### config.mk
export PLATFORM = sky130hd
export DESIGN_NAME = tlb_perm_check
export DESIGN_NICKNAME = d
export VERILOG_FILES = /design/src/rtl/tpc_pkg.sv /design/src/rtl/tpc_page_sel.sv /design/src/rtl/tpc_rights.sv /design/src/rtl/tpc_pa_form.sv /design/src/rtl/tlb_perm_check.sv
export SDC_FILE = /design/constraint.sdc
export NUM_CORES = 1
export LEC_CHECK = 0
export ABC_AREA = 1
export CORE_ASPECT_RATIO = 0.75
export CORE_MARGIN = 1
export CORE_UTILIZATION = 40
export CTS_CLUSTER_DIAMETER = 100
export DETAILED_ROUTE_END_ITERATION = 6
export MAX_ROUTING_LAYER = met4
export PLACE_DENSITY = 0.95
export SYNTH_ARGS = -nofsm -noshare
export SYNTH_HDL_FRONTEND = slang
export SYNTH_SLANG_ARGS = --single-unit
export TNS_END_PERCENT = 1
### constraint.sdc
create_clock -name clk -period 1.2 [get_ports clk]
set_clock_uncertainty 0.05 [all_clocks]
set_input_delay 0.12 -clock clk [delete_from_list [all_inputs] [get_ports clk]]
set_output_delay 0.12 -clock clk [all_outputs]
set_load 0.05 [all_outputs]
### src/rtl/tpc_pkg.sv
package tpc_pkg;

  localparam int PLV_W    = 2;
  localparam int PAGE_OFF = 12;
  localparam int PS_MIN   = 12;
  localparam int PS_MAX   = 30;

  // bit positions inside one page-half word
  localparam int HB_VALID = 0;
  localparam int HB_DIRTY = 1;
  localparam int HB_PLV   = 2;
  localparam int HB_NOEX  = 4;
  localparam int HB_NORD  = 5;
  localparam int HB_RPRV  = 6;
  localparam int HB_PFN   = 7;

  typedef enum logic [2:0] {
    RES_MATCH   = 3'd0,
    RES_INVALID = 3'd1,
    RES_XINH    = 3'd2,
    RES_RINH    = 3'd3,
    RES_PRIV    = 3'd4,
    RES_DIRTY   = 3'd5
  } tpc_res_e;

  typedef enum logic [1:0] {
    ACC_FETCH = 2'd0,
    ACC_LOAD  = 2'd1,
    ACC_STORE = 2'd2
  } tpc_acc_e;

  typedef struct packed {
    logic             valid;
    logic             dirty;
    logic [PLV_W-1:0] plv;
    logic             noex;
    logic             nord;
    logic             rprv;
  } tpc_flags_t;

endpackage

### src/rtl/tpc_page_sel.sv
module tpc_page_sel
  import tpc_pkg::*;
#(
  parameter int VA_W    = 48,
  parameter int PFN_W   = 36,
  parameter int PS_W    = 5,
  parameter int IDX_W   = 12,
  parameter int FA_BASE = 2048,
  localparam int HALF_W = HB_PFN + PFN_W
) (
  input  logic [IDX_W-1:0]  entry_idx,
  input  logic [PS_W-1:0]   entry_ps,
  input  logic [PS_W-1:0]   global_ps,
  input  logic [VA_W-1:0]   vaddr,
  input  logic              mode64,
  input  logic [HALF_W-1:0] half_even,
  input  logic [HALF_W-1:0] half_odd,
  output logic [PS_W-1:0]   ps,
  output logic              ps_ok,
  output tpc_flags_t        flags,
  output logic [PFN_W-1:0]  pfn
);

  logic              use_own;
  logic              odd_sel;
  logic [HALF_W-1:0] half;

  always_comb begin
    use_own = (int'(entry_idx) >= FA_BASE);
    ps      = use_own ? entry_ps : global_ps;
    ps_ok   = (int'(ps) >= PS_MIN) && (int'(ps) <= PS_MAX);
  end

  always_comb begin
    odd_sel = vaddr[ps];
    half    = odd_sel ? half_odd : half_even;
  end

  // 32-bit mode strips the extended protection bits
  always_comb begin
    flags.valid = half[HB_VALID];
    flags.dirty = half[HB_DIRTY];
    flags.plv   = half[HB_PLV +: PLV_W];
    flags.noex  = half[HB_NOEX] & mode64;
    flags.nord  = half[HB_NORD] & mode64;
    flags.rprv  = half[HB_RPRV] & mode64;
    pfn         = half[HB_PFN +: PFN_W];
  end

endmodule

### src/rtl/tpc_rights.sv
module tpc_rights
  import tpc_pkg::*;
(
  input  logic             rst_n,
  input  logic             ps_ok,
  input  tpc_flags_t       flags,
  input  logic [1:0]       acc_kind,
  input  logic [PLV_W-1:0] cur_plv,
  output tpc_res_e         res
);

  logic priv_fault;

  always_comb begin
    if (flags.rprv) priv_fault = (cur_plv != flags.plv);
    else            priv_fault = (cur_plv >  flags.plv);
  end

  always_comb begin
    if (!ps_ok || !flags.valid)                        res = RES_INVALID;
    else if ((acc_kind == ACC_FETCH) && flags.noex)    res = RES_XINH;
    else if ((acc_kind == ACC_LOAD) && flags.nord)     res = RES_RINH;
    else if (priv_fault)                               res = RES_PRIV;
    else if ((acc_kind == ACC_STORE) && !flags.dirty)  res = RES_DIRTY;
    else                                               res = RES_MATCH;
  end

  always_comb begin
    if (rst_n) begin
      AST_BADPS_INVALID: assert (ps_ok || (res == RES_INVALID))
        else $error("illegal page size not flagged invalid");
      AST_STORE_CLEAN: assert (!((acc_kind == ACC_STORE) && !flags.dirty) || (res != RES_MATCH))
        else $error("store to clean page matched");
    end
  end

endmodule

### src/rtl/tpc_pa_form.sv
module tpc_pa_form
  import tpc_pkg::*;
#(
  parameter int VA_W  = 48,
  parameter int PFN_W = 36,
  parameter int PS_W  = 5,
  localparam int PA_W = PFN_W + PAGE_OFF
) (
  input  logic             rst_n,
  input  logic [PS_W-1:0]  ps,
  input  logic [PFN_W-1:0] pfn,
  input  logic [VA_W-1:0]  vaddr,
  input  logic             match,
  input  logic             dirty,
  input  logic             noex,
  output logic [PA_W-1:0]  paddr,
  output logic             perm_r,
  output logic             perm_w,
  output logic             perm_x
);

  logic [PFN_W-1:0] pfn_keep;
  logic [PA_W-1:0]  off_bits;
  logic [PA_W-1:0]  pa_raw;

  // PFN bits that overlap the page offset belong to software
  for (genvar j = 0; j < PFN_W; j++) begin : g_pfn
    assign pfn_keep[j] = pfn[j] & ((j + PAGE_OFF) >= int'(ps));
  end

  for (genvar i = 0; i < PA_W; i++) begin : g_off
    if (i < VA_W) begin : g_va
      assign off_bits[i] = vaddr[i] & (i < int'(ps));
    end else begin : g_zero
      assign off_bits[i] = 1'b0;
    end
  end

  always_comb begin
    pa_raw = {pfn_keep, {PAGE_OFF{1'b0}}} | off_bits;
    paddr  = match ? pa_raw : '0;
    perm_r = match;
    perm_w = match & dirty;
    perm_x = match & ~noex;
  end

  always_comb begin
    if (rst_n && match) begin
      AST_PA_OFFSET: assert (((paddr ^ PA_W'(vaddr)) & ((PA_W'(1) << ps) - PA_W'(1))) == '0)
        else $error("page offset not carried into physical address");
    end
  end

endmodule

### src/rtl/tlb_perm_check.sv
module tlb_perm_check
  import tpc_pkg::*;
#(
  parameter int VA_W    = 48,
  parameter int PFN_W   = 36,
  parameter int PS_W    = 5,
  parameter int IDX_W   = 12,
  parameter int FA_BASE = 2048,
  parameter bit REG_OUT = 1'b1,
  localparam int PA_W   = PFN_W + PAGE_OFF,
  localparam int HALF_W = HB_PFN + PFN_W
) (
  input  logic              clk,
  input  logic              rst_n,
  input  logic              in_valid,
  input  logic [IDX_W-1:0]  entry_idx,
  input  logic [PS_W-1:0]   entry_ps,
  input  logic [PS_W-1:0]   global_ps,
  input  logic [VA_W-1:0]   vaddr,
  input  logic [1:0]        acc_kind,
  input  logic [PLV_W-1:0]  cur_plv,
  input  logic              mode64,
  input  logic [HALF_W-1:0] half_even,
  input  logic [HALF_W-1:0] half_odd,
  output logic              out_valid,
  output logic [2:0]        result,
  output logic [PA_W-1:0]   paddr,
  output logic              perm_r,
  output logic              perm_w,
  output logic              perm_x
);

  logic [PS_W-1:0]  sel_ps;
  logic             sel_ps_ok;
  tpc_flags_t       sel_flags;
  logic [PFN_W-1:0] sel_pfn;
  tpc_res_e         chk_res;
  logic [PA_W-1:0]  c_paddr;
  logic             c_r, c_w, c_x;

  tpc_page_sel #(
    .VA_W(VA_W), .PFN_W(PFN_W), .PS_W(PS_W), .IDX_W(IDX_W), .FA_BASE(FA_BASE)
  ) u_sel (
    .entry_idx(entry_idx), .entry_ps(entry_ps), .global_ps(global_ps),
    .vaddr(vaddr), .mode64(mode64), .half_even(half_even), .half_odd(half_odd),
    .ps(sel_ps), .ps_ok(sel_ps_ok), .flags(sel_flags), .pfn(sel_pfn)
  );

  tpc_rights u_rights (
    .rst_n(rst_n), .ps_ok(sel_ps_ok), .flags(sel_flags),
    .acc_kind(acc_kind), .cur_plv(cur_plv), .res(chk_res)
  );

  tpc_pa_form #(
    .VA_W(VA_W), .PFN_W(PFN_W), .PS_W(PS_W)
  ) u_pa (
    .rst_n(rst_n), .ps(sel_ps), .pfn(sel_pfn), .vaddr(vaddr),
    .match(chk_res == RES_MATCH), .dirty(sel_flags.dirty), .noex(sel_flags.noex),
    .paddr(c_paddr), .perm_r(c_r), .perm_w(c_w), .perm_x(c_x)
  );

  if (REG_OUT) begin : g_reg
    logic            vld_q, vld_d;
    logic [2:0]      res_q, res_d;
    logic [PA_W-1:0] pa_q, pa_d;
    logic [2:0]      prm_q, prm_d;

    // next state: data captured only when in_valid enables it
    always_comb begin
      vld_d = in_valid;
      res_d = res_q;
      pa_d  = pa_q;
      prm_d = prm_q;
      if (in_valid) begin
        res_d = chk_res;
        pa_d  = c_paddr;
        prm_d = {c_r, c_w, c_x};
      end
    end

    always_ff @(posedge clk or negedge rst_n) begin
      if (!rst_n) begin
        vld_q <= 1'b0;
        res_q <= '0;
        pa_q  <= '0;
        prm_q <= '0;
      end else begin
        vld_q <= vld_d;
        res_q <= res_d;
        pa_q  <= pa_d;
        prm_q <= prm_d;
      end
    end

    assign out_valid = vld_q;
    assign result    = res_q;
    assign paddr     = pa_q;
    assign {perm_r, perm_w, perm_x} = prm_q;

    AST_VALID_FOLLOWS: assert property (@(posedge clk) disable iff (!rst_n)
      in_valid |=> out_valid) else $error("out_valid missed");
    AST_HOLD_IDLE: assert property (@(posedge clk) disable iff (!rst_n)
      !in_valid |=> ($stable(result) && $stable(paddr) && $stable(perm_w)))
      else $error("outputs changed without in_valid");
  end else begin : g_comb
    assign out_valid = in_valid;
    assign result    = chk_res;
    assign paddr     = c_paddr;
    assign {perm_r, perm_w, perm_x} = {c_r, c_w, c_x};
  end

  AST_FAULT_CLEAN: assert property (@(posedge clk) disable iff (!rst_n)
    (out_valid && (result != 3'd0)) |-> ((paddr == '0) && !perm_r && !perm_w && !perm_x))
    else $error("fault result leaks address or permissions");
  AST_CODE_RANGE: assert property (@(posedge clk) disable iff (!rst_n)
    out_valid |-> (result <= 3'd5)) else $error("result code out of range");

endmodule

==> metrics.txt, run 1 <==
outcome=complete, but fails checks; failing checks=negative setup slack; upper clock frequency limit=333.6 MHz; CTS root buf=clkbuf_16; H-tree Lvls=2; CP startpoint kind=input pin; Least-Margin Pin Slew=468.0 ps; r2r setup slk=440 ps; combinational power share=0.544; Num CTS Buffers=5; clock sink count=55; vias in the first global route=5280; Ys Warns=0; sw power=3.856 mW; final WL=18620 microns; met1 global-route usage=0.3953; initial core utilization=0.4162; Clock Latency Late Sink=290 ps; P_leak=3.939 nW; Most Crowded Layer GR=met2; crit-path cells=buf_8 -> inv_8 -> or2_4 -> o21ai_4 -> nor2_4 -> nand2_1 -> nand2_1 -> nor2_2 -> nand2_2 -> nand2_4 -> mux2i_2 -> ha_1 -> a21oi_2 -> a21oi_1 -> nand2_1 -> nand2_1 -> nor2_2 -> nor2_2 -> nor2_4 -> buf_6 -> clkbuf_16 -> nand3_1 -> nand2_1; Via density=5.568; # rows=30; pin count of the biggest net entering global routing=45; Total GRT Usage=0.3463; Hold WC Path Type=in2reg; sequential power share=0.257; Critical Setup Path Class=in2reg; Mapped Cells=592; CP delay by family, top=simple AND/OR/NAND/NOR gates; core area=9121 sq um; Seq/Total Area, Yosys=0.3626; Post-Synth Simple-Gate Area=0.4285; Compound-Gate Fraction of Synth Area=0.1038; First-pass DRT Iterations=7; share of layout cells above drive strength 1=0.2541; syn nets=758; setup ws final=-1798 ps; clock transition at the registers of the reported paths=80 ps; Overall Power=9.604 mW; crit path time final=2998 ps; maximum buffer depth of the clock tree=2; met2 Resource Use GR=0.5917; Clk pwr share=0.199; GRT overflow=0; Port Buffer Count=191; met3 usage=0.08182; slowest CP cell=or2_4; hold_sp=vaddr[6]; largest family of logic cells by synthesized area=simple AND/OR/NAND/NOR gates; hpwl dp=11940 microns; CP Max Fanout=7; adder-cell share of the synthesized area=0.006592; Layout area overhead=96.84%; first-pass GRT wire length=25650 microns; cell mode on critical path=nand2_1; Critical Path RT=1390 ps; Max-Cap Viols=0; DRC=0; RSZ-0062 raised after global routing=true; CP arrival=3190 ps; xor/xnor share of the synthesized area=0; Finished Core Util=0.8192; top-level port count=219; setup violators final=54; worst-case hold path end point=paddr[6]; Cell Pwr Density=1285 nW/um^2; peak supply drop=0.0008155 V; Worst R2R Start=g_reg.prm_q[0]; Detail Route Antenna Nets=0; Critical Path Sink Type=flip-flop; Worst path max stage delay=290 ps; fin crit share=2.498; number of antenna violations at the first check in global routing=2; Unique masters post-synth=37; Hold Path Depth=4; slew margin rel.=0.6880; Slew Limit Fails=0; gp weighted congestion=1.042; WP buf/inv=4; FF+latch count, synth=55; DR WL/cell=18.99 microns; Worst R2R End=g_reg.prm_q[0]; via count=5457; CTS tree=built; Die ar.=9888 sq um; Pint=5.747 mW; sw frac=0.4015; Fin. Hold Viols=0; Die Height=86.37 microns; DR iter-0 viols=614; r2r worst-path depth=2; mux cell area share after synthesis=0.002637; Nets=1015; Mapped Area=3796 sq um; die width=114.5 microns; Avg Cell Area, Syn=6.412 sq um
power by group through the flow:
stage / logic, mW / registers, mW / clock network (mW)
after floorplan: 1.39 / 3.31 / 0
after global placement: 4.62 / 2.48 / 0
after detailed placement: 4.71 / 2.49 / 0
after CTS: 4.89 / 2.46 / 1.90
after global routing: 5.46 / 2.50 / 1.98
final: 5.22 / 2.47 / 1.91
what timing repair did:
item                       4_1_cts  5_1_grt
gates cloned                     2        4
pin swaps                        6       29
setup endpoints to repair       54       54
resized for setup               17       80
hold buffers                     1        0
hold endpoints to repair        55        0
buffers inserted                 5        8
metrics by stage:
step                      setup slack, ps  setup TNS [ps]  hold WS, ps  instances  cell area, sq um
after floorplan                     -1754          -92930       -225.6        592              3839
after detailed placement            -2397         -125990        85.32        951              6820
after CTS                           -1755          -92130        326.5        967              7168
after global placement              -2261         -118920        80.29        951              6820
after global routing                -1846          -93570        193.6        980              7472
final                               -1798          -90060        168.7        980              7472
worst max-delay path by stage:
stage                       start        end  slack [ps]  cells past startpoint
floorplan           entry_idx[11]  paddr[10]       -1750                     24
global placement    entry_idx[11]   paddr[0]       -2260                     22
detailed placement  entry_idx[11]  paddr[40]       -2400                     20
CTS                   entry_ps[1]  paddr[40]       -1750                     26
global route        entry_idx[11]  paddr[29]       -1850                     23
finish              entry_idx[11]  paddr[29]       -1800                     23
layout make-up:
| cell class | instances | area [sq um] |
|---|---|---|
| Sequential cell | 55 | 1376 |
| Antenna cell | 2 | 5.005 |
| Multi-Input combinational cell | 459 | 2210 |
| Timing Repair Buffer | 279 | 3338 |
| Tap cell | 128 | 160.2 |
| Clock inverter | 2 | 60.06 |
| Fill cell | 556 | 1649 |
| Clock buffer | 6 | 128.9 |
| Inverter | 49 | 193.9 |
metal layers:
layer,wire (microns),part of all wire,up-vias
met2,8648,0.46,412
li1,-,-,2408
met5,0,0,-
met3,2122,0.11,127
met1,6872,0.37,2510
met4,972,0.052,0
worst reg2reg max path: cells and delay by family (launching register included):
| kind | cells | cell delay [ps] |
|---|---|---|
| flip-flops | 1 | 440 |
| AND/OR/NAND/NOR | 2 | 160 |
cells in the mapped netlist:
library cell | instances | area (sq um)
nand2_2 | 4 | 25.02
buf_2 | 10 | 50.05
a21oi_2 | 1 | 8.760
nand3_1 | 76 | 380.4
inv_2 | 6 | 22.52
buf_4 | 1 | 7.510
a22oi_1 | 1 | 7.510
dfrtp_1 | 55 | 1376
nor2_1 | 42 | 157.7
nor3_1 | 2 | 10.01
o21ai_0 | 23 | 115.1
buf_1 | 3 | 11.26
o21ai_1 | 1 | 5.000
o21bai_1 | 1 | 7.510
o21a_1 | 4 | 30.03
o211ai_2 | 1 | 12.51
o21ai_4 | 1 | 16.27
o22ai_1 | 12 | 75.07
buf_6 | 7 | 78.83
or2_4 | 1 | 8.760
nand4_1 | 1 | 6.260
inv_1 | 42 | 157.7
or2_1 | 2 | 12.51
inv_4 | 1 | 6.260
a21oi_1 | 12 | 60.06
ha_1 | 2 | 25.02
o21ai_2 | 1 | 8.760
nand2_4 | 1 | 11.26
nand2_1 | 254 | 953.4
a31oi_1 | 5 | 31.28
o31ai_1 | 1 | 7.510
nor2_2 | 5 | 31.28
nand3b_1 | 1 | 7.510
clkbuf_1 | 8 | 30.03
a311oi_1 | 1 | 8.760
mux2i_1 | 1 | 10.01
nor2_4 | 2 | 22.52
cells by family after synthesis:
kind of cell               Yosys count
muxes                                1
and+or+nand+nor                    391
buffers and inverters               78
AOI/OAI and AO/OA                   65
adders and majority gates            2
DFF                                 55
state kept, by name (all words and copies together) (netlist names):
register and cells:
g_reg.prm_q 3, out_valid 1, paddr 48, result 3
layout by cell type (no fill, tap or decap), drive strengths merged, types with 3 or more instances in the layout:
cell | Yosys | routed
a21oi | 13 | 13
a31oi | 5 | 5
buf | 21 | 142
clkbuf | 8 | 11
clkdlybuf4s50 | 0 | 106
dfrtp | 55 | 55
dlymetal6s2s | 0 | 25
inv | 49 | 49
nand2 | 259 | 259
nand3 | 76 | 76
nor2 | 49 | 49
o21a | 4 | 4
o21ai | 26 | 26
o22ai | 12 | 12
or2 | 3 | 3
(Power assumes the default switching activity.)
==> run 2, diff against run 1 <==
--- a/config.mk
+++ b/config.mk
@@ -11,6 +11,7 @@
 export CORE_UTILIZATION = 40
 export CTS_CLUSTER_DIAMETER = 100
 export DETAILED_ROUTE_END_ITERATION = 6
+export GPL_TIMING_DRIVEN = 1
 export MAX_ROUTING_LAYER = met4
 export PLACE_DENSITY = 0.95
 export SYNTH_ARGS = -nofsm -noshare
==> results of run 2 <==
No change in the layout: final DEF, timing and power equal those of run 1.
